[src/rtl/inj_pkg.sv]
// Package: shared encodings for the injection sequencer.
// Assumes an 8-bit command field; the two command codes are fixed by the stream.
package inj_pkg;
    localparam logic [7:0] CMD_INJECT = 8'h00;
    localparam logic [7:0] CMD_RESET  = 8'h01;

    typedef enum logic [1:0] {
        ST_IDLE,
        ST_WAIT,
        ST_ISSUE,
        ST_RESET
    } seq_state_t;

    typedef enum logic [1:0] {
        ACT_INJECT,
        ACT_RESET,
        ACT_DROP
    } act_kind_t;

    // A 32-bit encoding always ends in 2'b11; anything else is compressed.
    function automatic logic is_compressed(input logic [1:0] low_bits);
        return low_bits != 2'b11;
    endfunction
endpackage

[src/rtl/inj_pkt_decode.sv]
// Module: splits an incoming packet into its fields, classifies the command
// and computes the wrapping timestamp distance from the stored base.
// Assumes the field layout instruction | timestamp | command | pad, LSB first.
module inj_pkt_decode
    import inj_pkg::*;
#(
    parameter int PKT_W  = 64,
    parameter int CMD_W  = 8,
    parameter int TS_W   = 16,
    parameter int INSN_W = 32
) (
    input  logic [PKT_W-1:0]  pkt,
    input  logic [TS_W-1:0]   base_ts,
    output logic [INSN_W-1:0] insn,
    output logic [TS_W-1:0]   ts,
    output logic [TS_W-1:0]   delta,
    output act_kind_t         kind
);
    localparam int TS_LSB  = INSN_W;
    localparam int CMD_LSB = INSN_W + TS_W;

    logic [CMD_W-1:0] cmd;

    // Field extraction and modular distance.
    always_comb begin
        insn  = pkt[INSN_W-1:0];
        ts    = pkt[TS_LSB +: TS_W];
        cmd   = pkt[CMD_LSB +: CMD_W];
        delta = ts - base_ts;
    end

    // Command classification; every code other than the two known ones drops.
    always_comb begin
        if (cmd == CMD_W'(CMD_INJECT))      kind = ACT_INJECT;
        else if (cmd == CMD_W'(CMD_RESET))  kind = ACT_RESET;
        else                                kind = ACT_DROP;
    end
endmodule

[src/rtl/inj_delay_timer.sv]
// Module: down-counter that times the wait before a packet takes effect.
// Assumes a load value of at least 1; "last" marks the final waiting cycle.
module inj_delay_timer #(
    parameter int TS_W = 16
) (
    input  logic            clk,
    input  logic            rst_n,
    input  logic            load,
    input  logic [TS_W-1:0] load_val,
    output logic            last
);
    logic [TS_W-1:0] cnt;

    // Load on request, otherwise count down to zero and stop.
    always_ff @(posedge clk) begin
        if (!rst_n)          cnt <= '0;
        else if (load)       cnt <= load_val;
        else if (cnt != '0)  cnt <= cnt - 1'b1;
    end

    assign last = (cnt == TS_W'(1));


    timer_load_chk: assert property (@(posedge clk) disable iff (!rst_n)
        (load && load_val != '0) |=> (cnt != '0));
endmodule

[src/rtl/inj_pulse_gen.sv]
// Module: produces the fixed-length reset pulse for the core under test.
// Assumes start arrives only while no pulse is running.
module inj_pulse_gen #(
    parameter int RST_CYCLES = 4
) (
    input  logic clk,
    input  logic rst_n,
    input  logic start,
    output logic active,
    output logic last
);
    localparam int CNT_W = $clog2(RST_CYCLES + 1);

    logic [CNT_W-1:0] cnt;

    // Arm the pulse length on start, count it down while active.
    always_ff @(posedge clk) begin
        if (!rst_n)          cnt <= '0;
        else if (start)      cnt <= CNT_W'(RST_CYCLES);
        else if (cnt != '0)  cnt <= cnt - 1'b1;
    end

    assign active = (cnt != '0);
    assign last   = (cnt == CNT_W'(1));


    pulse_start_chk: assert property (@(posedge clk) disable iff (!rst_n)
        $rose(active) |-> $past(start));
endmodule

[src/rtl/inject_sequencer.sv]
// Module: timed instruction injection sequencer (top).
// Takes one packet at a time, waits the timestamp distance, then issues the
// word to the fetch port or pulses the core reset. Unknown commands are dropped.
// Assumes the harness holds pkt_data stable while pkt_valid is high.
module inject_sequencer
    import inj_pkg::*;
#(
    parameter int PKT_W      = 64,
    parameter int CMD_W      = 8,
    parameter int TS_W       = 16,
    parameter int INSN_W     = 32,
    parameter int RST_CYCLES = 4
) (
    input  logic              clk,
    input  logic              rst_n,
    input  logic              pkt_valid,
    input  logic [PKT_W-1:0]  pkt_data,
    output logic              pkt_ready,
    output logic              insn_valid,
    output logic [INSN_W-1:0] insn_word,
    output logic              insn_compressed,
    input  logic              insn_accept,
    output logic              dut_reset,
    output logic              cmd_error
);
    seq_state_t        state;
    act_kind_t         pend_kind;
    act_kind_t         fire_kind;
    logic [TS_W-1:0]   base_ts;
    logic [INSN_W-1:0] dec_insn;
    logic [TS_W-1:0]   dec_ts;
    logic [TS_W-1:0]   dec_delta;
    act_kind_t         dec_kind;
    logic [INSN_W-1:0] word_q;
    logic              comp_q;
    logic              accept;
    logic              take;
    logic              fire;
    logic              tmr_load;
    logic              tmr_last;
    logic              pulse_start;
    logic              pulse_last;

    inj_pkt_decode #(
        .PKT_W (PKT_W),
        .CMD_W (CMD_W),
        .TS_W  (TS_W),
        .INSN_W(INSN_W)
    ) u_decode (
        .pkt    (pkt_data),
        .base_ts(base_ts),
        .insn   (dec_insn),
        .ts     (dec_ts),
        .delta  (dec_delta),
        .kind   (dec_kind)
    );

    inj_delay_timer #(.TS_W(TS_W)) u_timer (
        .clk     (clk),
        .rst_n   (rst_n),
        .load    (tmr_load),
        .load_val(dec_delta),
        .last    (tmr_last)
    );

    inj_pulse_gen #(.RST_CYCLES(RST_CYCLES)) u_pulse (
        .clk   (clk),
        .rst_n (rst_n),
        .start (pulse_start),
        .active(dut_reset),
        .last  (pulse_last)
    );

    // Handshake and action decisions for the current cycle.
    always_comb begin
        pkt_ready   = (state == ST_IDLE);
        accept      = pkt_valid && pkt_ready;
        take        = accept && (dec_kind != ACT_DROP);
        tmr_load    = take && (dec_delta != '0);
        fire        = (take && (dec_delta == '0)) ||
                      ((state == ST_WAIT) && tmr_last);
        fire_kind   = (state == ST_IDLE) ? dec_kind : pend_kind;
        pulse_start = fire && (fire_kind == ACT_RESET);
    end

    // Sequencer state machine.
    always_ff @(posedge clk) begin
        if (!rst_n) begin
            state     <= ST_IDLE;
            pend_kind <= ACT_INJECT;
        end else begin
            unique case (state)
                ST_IDLE: begin
                    if (take) pend_kind <= dec_kind;
                    if (fire)          state <= (dec_kind == ACT_RESET) ? ST_RESET : ST_ISSUE;
                    else if (tmr_load) state <= ST_WAIT;
                end
                ST_WAIT:  if (fire)        state <= (pend_kind == ACT_RESET) ? ST_RESET : ST_ISSUE;
                ST_ISSUE: if (insn_accept) state <= ST_IDLE;
                ST_RESET: if (pulse_last)  state <= ST_IDLE;
                default:  state <= ST_IDLE;
            endcase
        end
    end

    // Timestamp base: follows accepted packets, cleared by a reset action.
    always_ff @(posedge clk) begin
        if (!rst_n)           base_ts <= '0;
        else if (pulse_start) base_ts <= '0;
        else if (take)        base_ts <= dec_ts;
    end

    // Capture the word and its compressed flag at acceptance.
    always_ff @(posedge clk) begin
        if (!rst_n) begin
            word_q <= '0;
            comp_q <= 1'b0;
        end else if (take) begin
            word_q <= dec_insn;
            comp_q <= is_compressed(dec_insn[1:0]);
        end
    end

    // Sticky flag for dropped packets.
    always_ff @(posedge clk) begin
        if (!rst_n)                              cmd_error <= 1'b0;
        else if (accept && dec_kind == ACT_DROP) cmd_error <= 1'b1;
    end

    assign insn_valid      = (state == ST_ISSUE);
    assign insn_word       = word_q;
    assign insn_compressed = comp_q;


    hold_stable_chk: assert property (@(posedge clk) disable iff (!rst_n)
        (insn_valid && !insn_accept) |=>
            (insn_valid && $stable(insn_word) && $stable(insn_compressed)));


    ready_idle_chk: assert property (@(posedge clk) disable iff (!rst_n)
        pkt_ready |-> (!insn_valid && !dut_reset));


    busy_after_take_chk: assert property (@(posedge clk) disable iff (!rst_n)
        (pkt_valid && pkt_ready && dec_kind != ACT_DROP) |=> !pkt_ready);


    comp_flag_chk: assert property (@(posedge clk) disable iff (!rst_n)
        insn_valid |-> (insn_compressed == (insn_word[1:0] != 2'b11)));


    excl_out_chk: assert property (@(posedge clk) disable iff (!rst_n)
        !(insn_valid && dut_reset));


    err_sticky_chk: assert property (@(posedge clk) disable iff (!rst_n)
        cmd_error |=> cmd_error);


    drop_chk: assert property (@(posedge clk) disable iff (!rst_n)
        (pkt_valid && pkt_ready && dec_kind == ACT_DROP) |=>
            (cmd_error && pkt_ready && !insn_valid && !dut_reset));
endmodule

[config.mk]
export PLATFORM = sky130hd
export DESIGN_NAME = inject_sequencer
export DESIGN_NICKNAME = d
export VERILOG_FILES = /design/src/rtl/inj_pkg.sv /design/src/rtl/inj_pkt_decode.sv /design/src/rtl/inj_delay_timer.sv /design/src/rtl/inj_pulse_gen.sv /design/src/rtl/inject_sequencer.sv
export SDC_FILE = /design/constraint.sdc
export NUM_CORES = 1
export LEC_CHECK = 0
export BUFFER_PORTS_ARGS = -buffer_cell sky130_fd_sc_hd__buf_2
export CAP_MARGIN = 10
export CORE_UTILIZATION = 30
export CTS_BUF_LIST = sky130_fd_sc_hd__clkbuf_4 sky130_fd_sc_hd__clkbuf_8
export DETAILED_ROUTE_END_ITERATION = 8
export PLACE_DENSITY = 0.48
export SYNTH_ARGS = -nofsm -noshare
export SYNTH_HDL_FRONTEND = slang
export SYNTH_SLANG_ARGS = --single-unit
[constraint.sdc]
create_clock -name clk -period 3.8 [get_ports clk]
set_input_delay 0.19 -clock clk [delete_from_list [all_inputs] [get_ports clk]]
set_output_delay 0.19 -clock clk [all_outputs]
set_load 0.01 [all_outputs]
==> summary by stage <==
Global route
After global routing the overflow that remains totals 0. Entering global routing, the biggest net connects 36 pins. The wire length of the first global-routing pass is 17.6 mm. The number of global-route vias before repair was 3,702. The number of antenna violations at the first check in global routing is 0. For this run, the total global-route usage over all layers was measured as 0.151.

Yosys
For this run, the leading register cell type out of synthesis is sky130_fd_sc_hd__dfxtp_1. Ranked by total cell area, the synthesized netlist is headed by sky130_fd_sc_hd__dfxtp_1 34%, sky130_fd_sc_hd__nand2_1 10%, sky130_fd_sc_hd__ha_1 5.8%, sky130_fd_sc_hd__a21boi_0 4.9%, sky130_fd_sc_hd__and4_1 3.7%. Counting flops with a built-in enable in the synthesized netlist gives 0.

Of the post-synthesis cell area, the dominant cell type holds 0.338. Of all cell types, the one taking the most synthesized area is sky130_fd_sc_hd__dfxtp_1. After technology mapping, the gate count stands at 537.

Of the synthesized area, sequential elements account for 0.338. The average size of a mapped cell is 8.04 um2. Ranked by instance count, the synthesized netlist is headed by 117 x sky130_fd_sc_hd__nand2_1, 73 x sky130_fd_sc_hd__dfxtp_1, 28 x sky130_fd_sc_hd__a21boi_0, 26 x sky130_fd_sc_hd__o21ai_0, 22 x sky130_fd_sc_hd__inv_1.

For this run, the number of Yosys warnings is 0. After synthesis the cells add up to 4320 um2. In this run, synthesis produced a sequential element count of 73. Counting flops with an async set or reset pin after synthesis yields a share of 0. The most common cell in the synthesized netlist is sky130_fd_sc_hd__nand2_1. Synthesis produced a netlist with a net count of 626. After synthesis, the netlist uses 64 different library cells.

Clock tree
The H-tree depth is 3. The tree built by TritonCTS fans out to 73 sinks. In this run, post-CTS hold repair placed 0 buffers. The total CTS buffers is 9.

CTS placed an instance of sky130_fd_sc_hd__clkbuf_8 at the clock tree root. The clock tree buffer depth is 2. Clock-pin slew was measured on the worst setup and hold paths at 0.08 ns. The setup fix buffers added after clock tree synthesis is 0. The clock tree from TritonCTS is yes. The clock reaches the later pin of the worst-skew pair after 0.37 ns. The post-CTS resize count is 0.

Pwr
In this run the power density over the cells is 476 nW/um2. The switching power total is 814 uW. Of the total power, the share spent switching nets is 0.332. The share of total power dissipated in combinational logic is 0.316. Summed over all cells, the static leakage comes to 2.11 nW. The largest voltage drop on the vdd net is 0.238 mV. The internal cell power is 1.64 mW. The share of total power dissipated in the clock network is 0.312. Of the total power, registers draw 0.372.

Routing
The final antenna-violating net count is 0. Across all layers, the routed design uses 3,936 vias. After detailed routing, the number of remaining DRC violations is 0. The first-iteration detailed-routing DRC count is 123. The detailed-route wire length is 11.0 mm. The detailed-route wire length per cell is 13.7 um.

Dividing the detail-routed via count by the number of cells gives 4.91. The first TritonRoute pass finished after 4 iterations.

Critical path
The nature of the critical path startpoint is a register. The reg-to-reg critical path endpoint is base_ts[11]. In this run the register-to-register setup slack is 0.62 ns.

The reg-to-reg startpoint is base_ts[11]. The worst-path maximum fanout is 16. Counting cells, the worst reg-to-reg path comes to 10. The critical path arrival is 3.44 ns. At the worst endpoint, the required time is 4.06 ns. STA classifies the critical path endpoint as a register. The worst setup path startpoint is base_ts[11].

The critical path in this run is classified as reg -> reg.

Timing
Dividing the final minimum period by the clock period gives 0.838. The time the final worst path needs with I/O delays and setup is 3.18 ns. Clock skew on the completed layout was measured at 0.0110 ns.

In this run the tightest slew margin relative to its limit is 0.589. At the pin with the least slew margin, the transition time is 0.611 ns. The final number of hold-violating endpoints is 0. The maximum achievable frequency is 314 MHz. On the final layout, the worst hold slack is 0.0520 ns. Setup repair after global routing left no endpoint under its margin.

The sum of negative setup slack is 0 ns. The number of pins exceeding their max-slew limit in the final report is 0. The number of setup violations in the final report is 0.

Outcome
The run finished with clean final reports.

Placed design
Once detailed placement completed, the half-perimeter wirelength came to 8.24 mm. The routability congestion estimate from global placement is 0.781. The number of buffer cells added on primary ports is 96.

Min path
The endpoint with the worst hold slack is insn_word[7]. The class of the tightest hold or removal check is in -> reg. In this run the most critical hold path is launched from pkt_data[7]. The worst hold path passes through 3 cells.

Layout
In the final layout, the share of cells above drive strength 1 is 0.214. Relative to the synthesized area, the layout overhead comes to 19.2%. The sequential cell area is 1460 um2. After the last flow step, the layout net total stands at 705. The number of diodes is 0. Counting the fill cells in the layout gives 1,446. In the final layout, the multi-input gates occupy 2610 um2.

Floorplanning
The placement row count is 43. The area enclosed by the die boundary is 14,900 um2. For this configuration, the core starts out at a cell density of 0.310. The top-level port count is 105. The floorplan core area is 13,900 um2. The die is 122 um tall. Measured along the x axis, the die boundary spans 122 um.

Flow run
The reported max-cap violation count is 0.
layer usage:
metal | share of wire | global-route usage | vias to the layer above
li1 | - | - | 2048
met1 | 0.48 | 0.188 | 1791
met2 | 0.45 | 0.252 | 92
met3 | 0.058 | 0.0440 | 5
met4 | 0.0087 | 0.0394 | 0
met5 | 0 | 0 | -
cells by family (layout without fill, tap and decap cells):
| kind of cell | Yosys count | in the layout | synth area share |
|---|---|---|---|
| AOI/OAI and AO/OA | 128 | 128 | 0.208 |
| xor gates and xnor gates | 18 | 18 | 0.0365 |
| adders and majority gates | 21 | 21 | 0.0626 |
| buffers and inverters | 55 | 139 | 0.0571 |
| DFF | 73 | 73 | 0.338 |
| muxes | 12 | 12 | 0.0284 |
| and+or+nand+nor | 230 | 230 | 0.269 |
power by group through the flow:
stage               Combinational, mW  Sequential [mW]  Clock, mW
floorplan                       0.612            0.914          0
finish                          0.775            0.911      0.765
CTS                             0.784            0.911      0.792
detailed placement              0.777            0.928          0
global route                    0.887            0.923      0.816
global placement                0.762            0.926          0
stage by stage:
step	setup WS, ns	power (mW)	util	instances	area [um2]
5_1_grt	0.404	2.63	0.369	801	5150
2_1_floorplan	1.05	1.53	-	537	4320
4_1_cts	0.598	2.49	0.369	801	5150
3_5_place_dp	0.617	1.71	0.352	785	4900
3_3_place_gp	0.650	1.69	0.352	785	4900
6_report	0.616	2.45	0.369	801	5150
final cells by class:
type                            instances  share of cell area
Clock buffer                            9              0.0241
Clock inverter                          7              0.0243
Inverter                               22              0.0160
Multi-Input combinational cell        409               0.507
Sequential cell                        73               0.284
Tap cell                              180              0.0438
Timing Repair Buffer                  101               0.101
worst max-delay path, stage by stage, from the launching register on:
cell	delay (ns)
sky130_fd_sc_hd__dfxtp_1	0.31
sky130_fd_sc_hd__inv_1	0.04
sky130_fd_sc_hd__ha_1	0.43
sky130_fd_sc_hd__a211oi_2	0.27
sky130_fd_sc_hd__nor2_1	0.10
sky130_fd_sc_hd__or4_1	0.52
sky130_fd_sc_hd__a221oi_2	0.30
sky130_fd_sc_hd__o2111a_1	0.19
sky130_fd_sc_hd__and4_1	0.42
sky130_fd_sc_hd__nand3_4	0.24
sky130_fd_sc_hd__and4_1	0.25
registers in the layout, summed over array words and instances (netlist names):
name and flops:
u_pulse.cnt 3, u_timer.cnt 16, pend_kind 2, insn_word 32, base_ts 16, cmd_error 1, state 2, insn_compressed 1
cell usage in the layout (no fill, tap or decap), drive strengths merged, types with 3 or more instances in the layout:
| cell type | Yosys | final |
|---|---|---|
| clkbuf | 19 | 9 |
| o21a | 8 | 8 |
| and3 | 4 | 4 |
| nor2b | 7 | 7 |
| buf | 14 | 101 |
| a21oi | 14 | 14 |
| o2bb2ai | 3 | 3 |
| or3 | 4 | 4 |
| nor3b | 3 | 3 |
| and4 | 18 | 18 |
| o21bai | 3 | 3 |
| a21boi | 34 | 34 |
| or2 | 4 | 4 |
| o2111a | 4 | 4 |
| a31oi | 3 | 3 |
| bufinv | 0 | 3 |
| o21ai | 30 | 30 |
| nor3 | 10 | 10 |
| o31ai | 3 | 3 |
| o22ai | 5 | 5 |
| or4 | 4 | 4 |
| xnor2 | 11 | 11 |
| nor2 | 21 | 21 |
| nand4 | 4 | 4 |
| inv | 22 | 24 |
| dfxtp | 73 | 73 |
| nand3 | 16 | 16 |
| nand2b | 9 | 9 |
| ha | 20 | 20 |
| xor2 | 7 | 7 |
| mux2i | 10 | 10 |
| nand2 | 117 | 117 |
| a211oi | 3 | 3 |
how the worst max path moves through the flow:
| stage | end | slack, ns | cells past startpoint |
|---|---|---|---|
| finish | base_ts[11] | 0.62 | 10 |
| global route | base_ts[13] | 0.40 | 10 |
| CTS | base_ts[15] | 0.60 | 10 |
| detailed placement | base_ts[15] | 0.62 | 10 |
| global placement | base_ts[15] | 0.65 | 12 |
| floorplan | base_ts[10] | 1.05 | 11 |
Power figures use the tool's default switching activity.
